--- config.mk ---
export PLATFORM = sky130hd
export DESIGN_NAME = xrs_noise_gen
export DESIGN_NICKNAME = d
export VERILOG_FILES = /design/src/rtl/xrs_pkg.sv /design/src/rtl/xrs_state.sv /design/src/rtl/xrs_gauss_lane.sv /design/src/rtl/xrs_format.sv /design/src/rtl/xrs_noise_gen.sv
export SDC_FILE = /design/constraint.sdc
export NUM_CORES = 1
export LEC_CHECK = 0
export ABC_AREA = 0
export ABC_CLOCK_PERIOD_IN_PS = 13500
export CORE_UTILIZATION = 32
export CTS_CLUSTER_SIZE = 12
export DETAILED_ROUTE_END_ITERATION = 10
export DONT_BUFFER_PORTS = 1
export HOLD_SLACK_MARGIN = 0.12
export PLACE_DENSITY = 0.49
export SLEW_MARGIN = 0
export SYNTH_ARGS = -nofsm -noshare
export SYNTH_HDL_FRONTEND = slang
export SYNTH_SLANG_ARGS = --single-unit
--- constraint.sdc ---
create_clock -name clk -period 13.5 [get_ports clk]
set_input_delay 0.675 -clock clk [delete_from_list [all_inputs] [get_ports clk]]
set_output_delay 0.675 -clock clk [all_outputs]
set_load 0.05 [all_outputs]
--- src/rtl/xrs_pkg.sv ---
// Shared definitions for the random source: word width, request modes and
// the nonzero constant state used at reset and in place of a zero seed.
package xrs_pkg;
    localparam int WORD_W = 64;

    typedef enum logic [1:0] {
        MODE_U32   = 2'd0,
        MODE_U64   = 2'd1,
        MODE_FRAC  = 2'd2,
        MODE_GAUSS = 2'd3
    } xrs_mode_e;

    localparam logic [WORD_W-1:0] S0_INIT = 64'h9E37_79B9_7F4A_7C15;
    localparam logic [WORD_W-1:0] S1_INIT = 64'hBF58_476D_1CE4_E5B9;
endpackage

--- src/rtl/xrs_state.sv ---
// State core: two state words with the xoroshiro-style update.
// It presents the output word (s0+s1) and the mixing word (s0^s1) from the
// current state. A load has priority over a step. An all-zero seed is
// replaced by the constant pair.
// Assumes: load and step are qualified by the caller.
module xrs_state #(
    parameter int W     = 64,
    parameter int ROT_A = 24,
    parameter int SHL_B = 16,
    parameter int ROT_C = 37,
    parameter logic [W-1:0] INIT0 = '1,
    parameter logic [W-1:0] INIT1 = '1
) (
    input  logic         clk,
    input  logic         rst_n,
    input  logic         load,
    input  logic [W-1:0] seed0,
    input  logic [W-1:0] seed1,
    input  logic         step,
    output logic [W-1:0] word,
    output logic [W-1:0] mix
);
    logic [W-1:0] s0, s1;
    logic [W-1:0] nx0, nx1;
    logic         seed_zero;

    // Next state from the current state words.
    always_comb begin
        mix       = s0 ^ s1;
        word      = s0 + s1;
        nx0       = ((s0 << ROT_A) | (s0 >> (W - ROT_A))) ^ mix ^ (mix << SHL_B);
        nx1       = (mix << ROT_C) | (mix >> (W - ROT_C));
        seed_zero = (seed0 == '0) && (seed1 == '0);
    end

    // State register: reset, load with zero substitution, or one step.
    always_ff @(posedge clk) begin
        if (!rst_n) begin
            s0 <= INIT0;
            s1 <= INIT1;
        end else if (load) begin
            s0 <= seed_zero ? INIT0 : seed0;
            s1 <= seed_zero ? INIT1 : seed1;
        end else if (step) begin
            s0 <= nx0;
            s1 <= nx1;
        end
    end

    AST_STATE_NONZERO: assert property (@(posedge clk) disable iff (!rst_n)
        (s0 | s1) != '0);
    AST_IDLE_HOLDS: assert property (@(posedge clk) disable iff (!rst_n)
        (!load && !step) |=> ($stable(s0) && $stable(s1)));
    AST_ZERO_SEED_SUBST: assert property (@(posedge clk) disable iff (!rst_n)
        (load && seed0 == '0 && seed1 == '0) |=> (s0 == INIT0 && s1 == INIT1));
    AST_SEED_TAKEN: assert property (@(posedge clk) disable iff (!rst_n)
        (load && (seed0 != '0 || seed1 != '0)) |=> (s0 == $past(seed0) && s1 == $past(seed1)));
endmodule

--- src/rtl/xrs_gauss_lane.sv ---
// One Gaussian lane: sums TERMS uniform fields of NIB bits from the low bits
// of a source word, subtracts the mean and clips to +/-CLIP.
// Assumes: TERMS*NIB <= source width and OW is wide enough for the sum.
module xrs_gauss_lane #(
    parameter int W     = 64,
    parameter int NIB   = 4,
    parameter int TERMS = 12,
    parameter int CLIP  = 93,
    parameter int OW    = 16
) (
    input  logic [W-1:0]         src,
    output logic signed [OW-1:0] sample
);
    localparam int SUMW = NIB + $clog2(TERMS) + 1;
    localparam int MEAN = TERMS * ((1 << NIB) - 1) / 2;
    localparam logic signed [OW-1:0] POS = OW'(CLIP);
    localparam logic signed [OW-1:0] NEG = -POS;

    logic [SUMW-1:0]        sum;
    logic signed [OW-1:0]   diff;

    // Add the fields, re-centre to zero and clip.
    always_comb begin
        sum = '0;
        for (int k = 0; k < TERMS; k++) begin
            sum = sum + SUMW'(src[k*NIB +: NIB]);
        end
        diff = $signed({{(OW-SUMW){1'b0}}, sum}) - $signed(OW'(MEAN));
        if (diff > POS)      sample = POS;
        else if (diff < NEG) sample = NEG;
        else                 sample = diff;
    end
endmodule

--- src/rtl/xrs_format.sv ---
// Result formatter: turns the output word and mixing word into the requested
// format. The Gaussian pair comes from two generated lanes.
// Assumes: 2*SW <= W and FRAC_W <= W.
module xrs_format
    import xrs_pkg::*;
#(
    parameter int W      = 64,
    parameter int SW     = 16,
    parameter int FRAC_W = 16,
    parameter int NIB    = 4,
    parameter int TERMS  = 12,
    parameter int CLIP   = 93
) (
    input  logic [W-1:0] word,
    input  logic [W-1:0] mix,
    input  logic [1:0]   mode,
    output logic [W-1:0] data
);
    localparam int LANES = 2;

    logic [W-1:0]         lane_src [LANES];
    logic signed [SW-1:0] lane_out [LANES];
    logic [FRAC_W-1:0]    frac;

    assign lane_src[0] = word;
    assign lane_src[1] = mix;

    for (genvar g = 0; g < LANES; g++) begin : g_lane
        xrs_gauss_lane #(.W(W), .NIB(NIB), .TERMS(TERMS), .CLIP(CLIP), .OW(SW)) u_lane (
            .src    (lane_src[g]),
            .sample (lane_out[g])
        );
    end

    // Select and pack the result for the current mode.
    always_comb begin
        frac = {word[W-1], word[W-1 -: FRAC_W-1]};
        data = '0;
        unique case (xrs_mode_e'(mode))
            MODE_U32:   data[W/2-1:0] = word[W-1:W/2];
            MODE_U64:   data = word;
            MODE_FRAC:  data = {{(W-FRAC_W){frac[FRAC_W-1]}}, frac};
            MODE_GAUSS: begin
                data[SW-1:0]    = lane_out[0];
                data[2*SW-1:SW] = lane_out[1];
            end
            default:    data = '0;
        endcase
    end
endmodule

--- src/rtl/xrs_noise_gen.sv ---
// Top: random source with per-request format select. A request in a cycle
// without a seed load gives a registered result one cycle later and moves
// the state one step.
// Assumes: seed_load has priority over req.
module xrs_noise_gen
    import xrs_pkg::*;
#(
    parameter int SAMPLE_W    = 16,
    parameter int FRAC_W      = 16,
    parameter int NIB_W       = 4,
    parameter int GAUSS_TERMS = 12,
    parameter int GAUSS_CLIP  = 93
) (
    input  logic              clk,
    input  logic              rst_n,
    input  logic              seed_load,
    input  logic [WORD_W-1:0] seed_lo,
    input  logic [WORD_W-1:0] seed_hi,
    input  logic              req,
    input  logic [1:0]        mode,
    output logic              res_valid,
    output logic [WORD_W-1:0] res_data
);
    logic              take;
    logic [WORD_W-1:0] word, mix, fmt;

    assign take = req && !seed_load;

    xrs_state #(.W(WORD_W), .INIT0(S0_INIT), .INIT1(S1_INIT)) u_state (
        .clk   (clk),
        .rst_n (rst_n),
        .load  (seed_load),
        .seed0 (seed_lo),
        .seed1 (seed_hi),
        .step  (take),
        .word  (word),
        .mix   (mix)
    );

    xrs_format #(.W(WORD_W), .SW(SAMPLE_W), .FRAC_W(FRAC_W), .NIB(NIB_W),
                 .TERMS(GAUSS_TERMS), .CLIP(GAUSS_CLIP)) u_fmt (
        .word (word),
        .mix  (mix),
        .mode (mode),
        .data (fmt)
    );

    // Result register: capture on an accepted request, hold otherwise.
    always_ff @(posedge clk) begin
        if (!rst_n) begin
            res_valid <= 1'b0;
            res_data  <= '0;
        end else begin
            res_valid <= take;
            if (take) res_data <= fmt;
        end
    end

    AST_VALID_AFTER_REQ: assert property (@(posedge clk) disable iff (!rst_n)
        (req && !seed_load) |=> res_valid);
    AST_NO_VALID_IDLE: assert property (@(posedge clk) disable iff (!rst_n)
        (!req) |=> !res_valid);
    AST_LOAD_DROPS_REQ: assert property (@(posedge clk) disable iff (!rst_n)
        seed_load |=> !res_valid);
    AST_DATA_HELD: assert property (@(posedge clk) disable iff (!rst_n)
        !res_valid |-> $stable(res_data));
    AST_U32_TOP_ZERO: assert property (@(posedge clk) disable iff (!rst_n)
        (res_valid && $past(mode) == MODE_U32) |-> res_data[WORD_W-1:WORD_W/2] == '0);
    AST_GAUSS_BOUND: assert property (@(posedge clk) disable iff (!rst_n)
        (res_valid && $past(mode) == MODE_GAUSS) |->
        ($signed(res_data[SAMPLE_W-1:0]) <= GAUSS_CLIP &&
         $signed(res_data[SAMPLE_W-1:0]) >= -GAUSS_CLIP &&
         $signed(res_data[2*SAMPLE_W-1:SAMPLE_W]) <= GAUSS_CLIP &&
         $signed(res_data[2*SAMPLE_W-1:SAMPLE_W]) >= -GAUSS_CLIP));
    AST_FRAC_BOUND: assert property (@(posedge clk) disable iff (!rst_n)
        (res_valid && $past(mode) == MODE_FRAC) |->
        ($signed(res_data) <= 16383 && $signed(res_data) >= -16384));
endmodule

## Word level (Yosys, flattened, before mapping)

Index checks and enable logic that the tools add are counted.

- Bitwise gates (word level): 5
- Add/subtract/negate cells: 25
- Reductions and logical operators: 7
- Muxes and demuxes: 12
- Equality and inequality tests: 3
- $lt $le $gt $ge: 4

Operators with widths:

| cell | number |
|---|---|
| $mux W64 | 6 |
| $xor A64 B64 Y64 | 3 |
| $logic_not A64 Y1 | 2 |
| $pmux W32 S4 | 1 |
| $add A9 B4 Y9 | 12 |
| $add A64 B64 Y64 | 1 |
| $mux W16 | 4 |
| $or A64 B24 Y64 | 1 |
| $or A64 B37 Y64 | 1 |
| $pmux W32 S2 | 1 |
| $gt A10 B8 Y1 const B | 2 |
| $lt A10 B8 Y1 const B | 2 |
| $sub A9 B7 Y10 const B | 2 |
| $add A8 B4 Y9 | 2 |
| $add A7 B4 Y8 | 2 |
| $add A6 B4 Y7 | 2 |
| $add A5 B4 Y6 | 2 |
| $add A4 B4 Y5 | 2 |
| $eq A2 B2 Y1 const B | 2 |
| $eq A2 B1 Y1 const B | 1 |
| $logic_and A1 B1 Y1 | 2 |
| $logic_not A2 Y1 | 1 |
| $reduce_bool A2 Y1 | 1 |
| $logic_not A1 Y1 | 1 |

- Output and inout port bits: 65
- Register bits after elaboration: 193
- Logic and storage cells: 60
- Input bits: 134

## Depth between registers and ports, before layout

- Depth after elaboration: 17
- Depth in mapped cells: 35
- Gate-level depth less buffers: 34

## Hierarchy

From an unflattened synthesis, not the netlist that was laid out.

- Cell total of the unflattened synthesis: 2,239
- Area total of the unflattened synthesis: 17,883.4 um2

By module, submodules not included:

| module | sequential area each (um2) | cells each | instances | area an instance (um2) |
|---|---|---|---|---|
| xrs_state | 2,562.5 | 1,394 | 1 | 10,732.8 |
| xrs_noise_gen | 1,301.2 | 281 | 1 | 2,595.0 |
| xrs_gauss_lane (u_fmt.g_lane[0].u_lane) | 0.0 | 184 | 1 | 1,664.1 |
| xrs_gauss_lane (u_fmt.g_lane[1].u_lane) | 0.0 | 190 | 1 | 1,660.3 |
| xrs_format | 0.0 | 190 | 1 | 1,231.2 |

## Worst setup path before layout

Ideal clock, no wire load.

- Path type: flip-flop to flip-flop
- Start: register u_state.s0[0]
- End: register res_data[0]
- Buffers on the path: 1
- Path slack: 5,712 ps
- Period minus slack after synthesis: 7,788 ps
- Arrival time: 7,665 ps
- Cell stages (with the launch flop): 36
- Cell sequence: dfxtp_1 > ha_1 > inv_1 > fa_1 > nand2b_1 > a21o_1 > a211oi_1 > a21bo_2 > a21oi_1 > o21ba_2 > o31ai_1 > xnor2_1 > fa_1 > fa_1 > inv_1 > fa_1 > fa_1 > inv_1 > fa_1 > inv_1 > ha_1 > inv_1 > fa_1 > xnor2_1 > inv_1 > o2111ai_1 > a211oi_1 > a21oi_1 > nand2_1 > ha_1 > buf_1 > nor2_1 > nand2_1 > a221o_1 > a221oi_1 > nor2_1

- Longest elaborated chain between the ends: 17

RTL lines:

| what | RTL line | text |
|---|---|---|
| from (decl) | xrs_state.sv:23 | `logic [W-1:0] s0, s1;` |
| from (signal assigned) | xrs_state.sv:42 | `s0 <= seed_zero ? INIT0 : seed0;` |
| from (signal assigned) | xrs_state.sv:45 | `s0 <= nx0;` |
| $add A64 B64 Y64 * | xrs_state.sv:30 | `word = s0 + s1;` |
| $add A4 B4 Y5 | xrs_gauss_lane.sv:26 | `sum = sum + SUMW'(src[k*NIB +: NIB]);` |
| $add A5 B4 Y6 | xrs_gauss_lane.sv:26 |  |
| $add A6 B4 Y7 | xrs_gauss_lane.sv:26 |  |
| $add A7 B4 Y8 | xrs_gauss_lane.sv:26 |  |
| $add A8 B4 Y9 | xrs_gauss_lane.sv:26 |  |
| $add A9 B4 Y9 (6 in a row) | xrs_gauss_lane.sv:26 |  |
| $sub A9 B7 Y10 | xrs_gauss_lane.sv:28 | `diff = $signed({{(OW-SUMW){1'b0}}, sum}) - $signed(OW'(MEAN));` |
| $lt A10 B8 Y1 | xrs_gauss_lane.sv:30 | `else if (diff < NEG) sample = NEG;` |
| $mux W16 | xrs_gauss_lane.sv:30 |  |
| $mux W16 | xrs_gauss_lane.sv:29 | `if (diff > POS) sample = POS;` |
| $pmux W32 S4 * | xrs_format.sv:39 | `unique case (xrs_mode_e'(mode))` |
| to (signal assigned) | xrs_noise_gen.sv:55 | `if (take) res_data <= fmt;` |
| to (decl) | xrs_noise_gen.sv:22 | `output logic [WORD_W-1:0] res_data` |

Every way passes the cells marked *; elsewhere a longest branch is shown, timed or not.
A chain may end at the register's enable or synchronous reset.

## Worst setup path after layout

- Start: register u_state.s0[1]
- End: register res_data[15]

Same word-level chain as after synthesis.

==> metrics.txt <==
Seq/Total Area, Yosys 23.2%; Worst Path Max Fanout 7; largest net degree at the start of global routing 150; max-cap check violation count 0; die height 230 um; Initial Util between 30% and 40%; Area Overhead vs Synth 5.83%; R2R Setup Slk 4.48 ns; Crit. End Element flip-flop; Longest Clk Path Bufs 2; hold_buf cts 0; port bufs 0; area leader, netlist dfxtp_1; slew margin rel. 22.3%; fin crit share 66.8%; Synth Instances slightly above 2000; final instance area 17600 um2; CP Launch Type flip-flop; commonest non-fill, non-tap cell in the layout dfxtp_1; clock tree root buffer cell clkbuf_16; combinational family with the most area after synthesis compound AO/OA/AOI/OAI gates; Least-Margin Pin Slew 1.16 ns; Clock Sinks 193; num rows 83; syn nets 2343; clock buffer count from CTS 17; FMAX 111 MHz; syn avg cell area around 8 um2; WL final between 80 and 90 mm; first drt pass iteration count 6; R2R depth 29; post-DP HPWL 63.5 mm; Worst EP arrival 9.42 ns; Post-synth EDFFs 0; #FFs+latches synth 193; DR vias/cell 6.17; # resized after CTS 0; Worst Hold Path EP u_state.s1[15]; post-route setup TNS 0 ns; top post-synthesis cells by area dfxtp_1 23%, fa_1 9.5%, xnor2_1 7.5%; clk slew on worst S/H paths 0.08 ns; antenna violations before repair 4; RSZ-0062 raised after global routing false; ratio of cells with drive above 1 in the final layout 6.30%; gpl congestion ~1.0; Post-Syn Area roughly 17000 um2; core box area 51300 um2; # IOs 199; Area after DPL 17000 um2; Final setup viols 0; Slew Limit Fails 0; source of the worst hold timing path seed_load; Clock Skews 0.0207 ns; post-CTS setup buffers 0; post-synth top area share 23.2%; gr usage total between 30% and 40%; outcome completed; vias in the first global route 15400; CTS tree done; vias 16200; Clock Latency Late Sink 0.51 ns; H-tree Lvls 4; Synth Area in Simple Gates around 15%; minimum clock period 9.02 ns; DR WL/cell 31.1 um; hold path depth 2; DP Worst Slack 4.75 ns; CP max stage cell ha_1; Max stage delay on crit path roughly 0.75 ns; DRT iter0 DRCs 2116; Total Nets Final 2228; first-pass GRT wire length around 110 mm; worst r2r src u_state.s0[1]; Chip Width between 200 and 250 um; CP required 13.90 ns; post-synthesis mux area share approximately 5.1%; synthesized-area fraction occupied by adder cells 16.4%; Synth Area in XOR/XNOR 9.54%; post-route ant nets 0; Post-route DRC 0; capture point of the worst reg-to-reg path res_data[15]; Hold Fails Final Rpt 0; min setup slack post-route 4.48 ns; Synthesis Warnings 0; Die Area about 53000 um2; compound-gate portion of the synthesized area a little under a quarter; Crit Path Class reg -> reg; Post-synth top flop dfxtp_1; worst hold-check path type in -> reg; most frequent cells in the layout 193 x dfxtp_1, 191 x nand2_1, 167 x a21oi_1, 143 x xnor2_1, 133 x nor2_1; ys async rst share 0%; count of different cell masters after synthesis 79; gr ovfl total 0; Top cell by count, worst path fa_1
-- worst max-delay path: cells and delay by family, from the launching register on --
kind	cells	cell delay [ns]
DFF	1	0.38
buffers and inverters	3	0.19
and+or+nand+nor	3	0.52
adders and majority gates	7	3.54
AOI/OAI and AO/OA	14	3.78
xor gates and xnor gates	2	0.49
-- final cells by class --
class | count | area, um2
fillers | 5465 | 33700
multi-input cells | 1560 | 11600
flip-flops and latches | 193 | 3860
well taps | 680 | 851
inverters | 130 | 488
clock buffers | 19 | 453
repair buffers | 21 | 158
clock inverters | 13 | 141
diodes | 3 | 7.51
-- cell families (layout without fill, tap and decap cells) --
group | Yosys count | in the layout
xor gates and xnor gates | 181 | 181
adders and majority gates | 171 | 171
muxes | 80 | 80
AOI/OAI and AO/OA | 589 | 589
and+or+nand+nor | 539 | 539
buffers and inverters | 285 | 183
DFF | 193 | 193
other | 0 | 3
-- cells in the mapped netlist (all sizes together) (43+ instances only) --
library cell  count
dfxtp           193
nand2           192
a21oi           172
xnor2           143
nor2            135
inv             129
o21ai           114
clkbuf          103
ha               92
fa               79
o211ai           58
buf              52
mux2i            48
o22ai            44
nor4             43
-- layer usage --
layer,vias up,part of all wire [%],GRT usage [%]
met3,186,9.3,7.71
met5,-,0.048,0
met4,6,4.6,13.7
li1,6991,-,-
met2,970,45,47.1
met1,8006,41,39.2
-- worst max path at each step --
stage              startpoint            to  slack (ns)
2_1_floorplan   u_state.s0[0]   res_data[0]        5.71
5_1_grt         u_state.s0[8]   res_data[0]        4.09
3_5_place_dp    u_state.s0[1]  res_data[15]        4.75
3_3_place_gp   u_state.s0[17]   res_data[0]        4.81
6_report        u_state.s0[1]  res_data[15]        4.48
4_1_cts         u_state.s0[1]  res_data[15]        4.67
-- flip-flops by register name (all words and copies together) (netlist names) --
register,cells
u_state.s0,64
res_data,64
u_state.s1,64
res_valid,1
-- through the flow --
step	instances	hold WS (ns)	utilization, %
finish	2619	0.305	34.3
global route	2616	0.297	34.3
CTS	2616	0.286	34.3
detailed placement	2584	0.517	33.1
global placement	2584	0.506	33.1
floorplan	2038	0.491	-
Power is not shown: default switching activity piles up to over one toggle a cycle in this logic, so the estimate is an artifact.
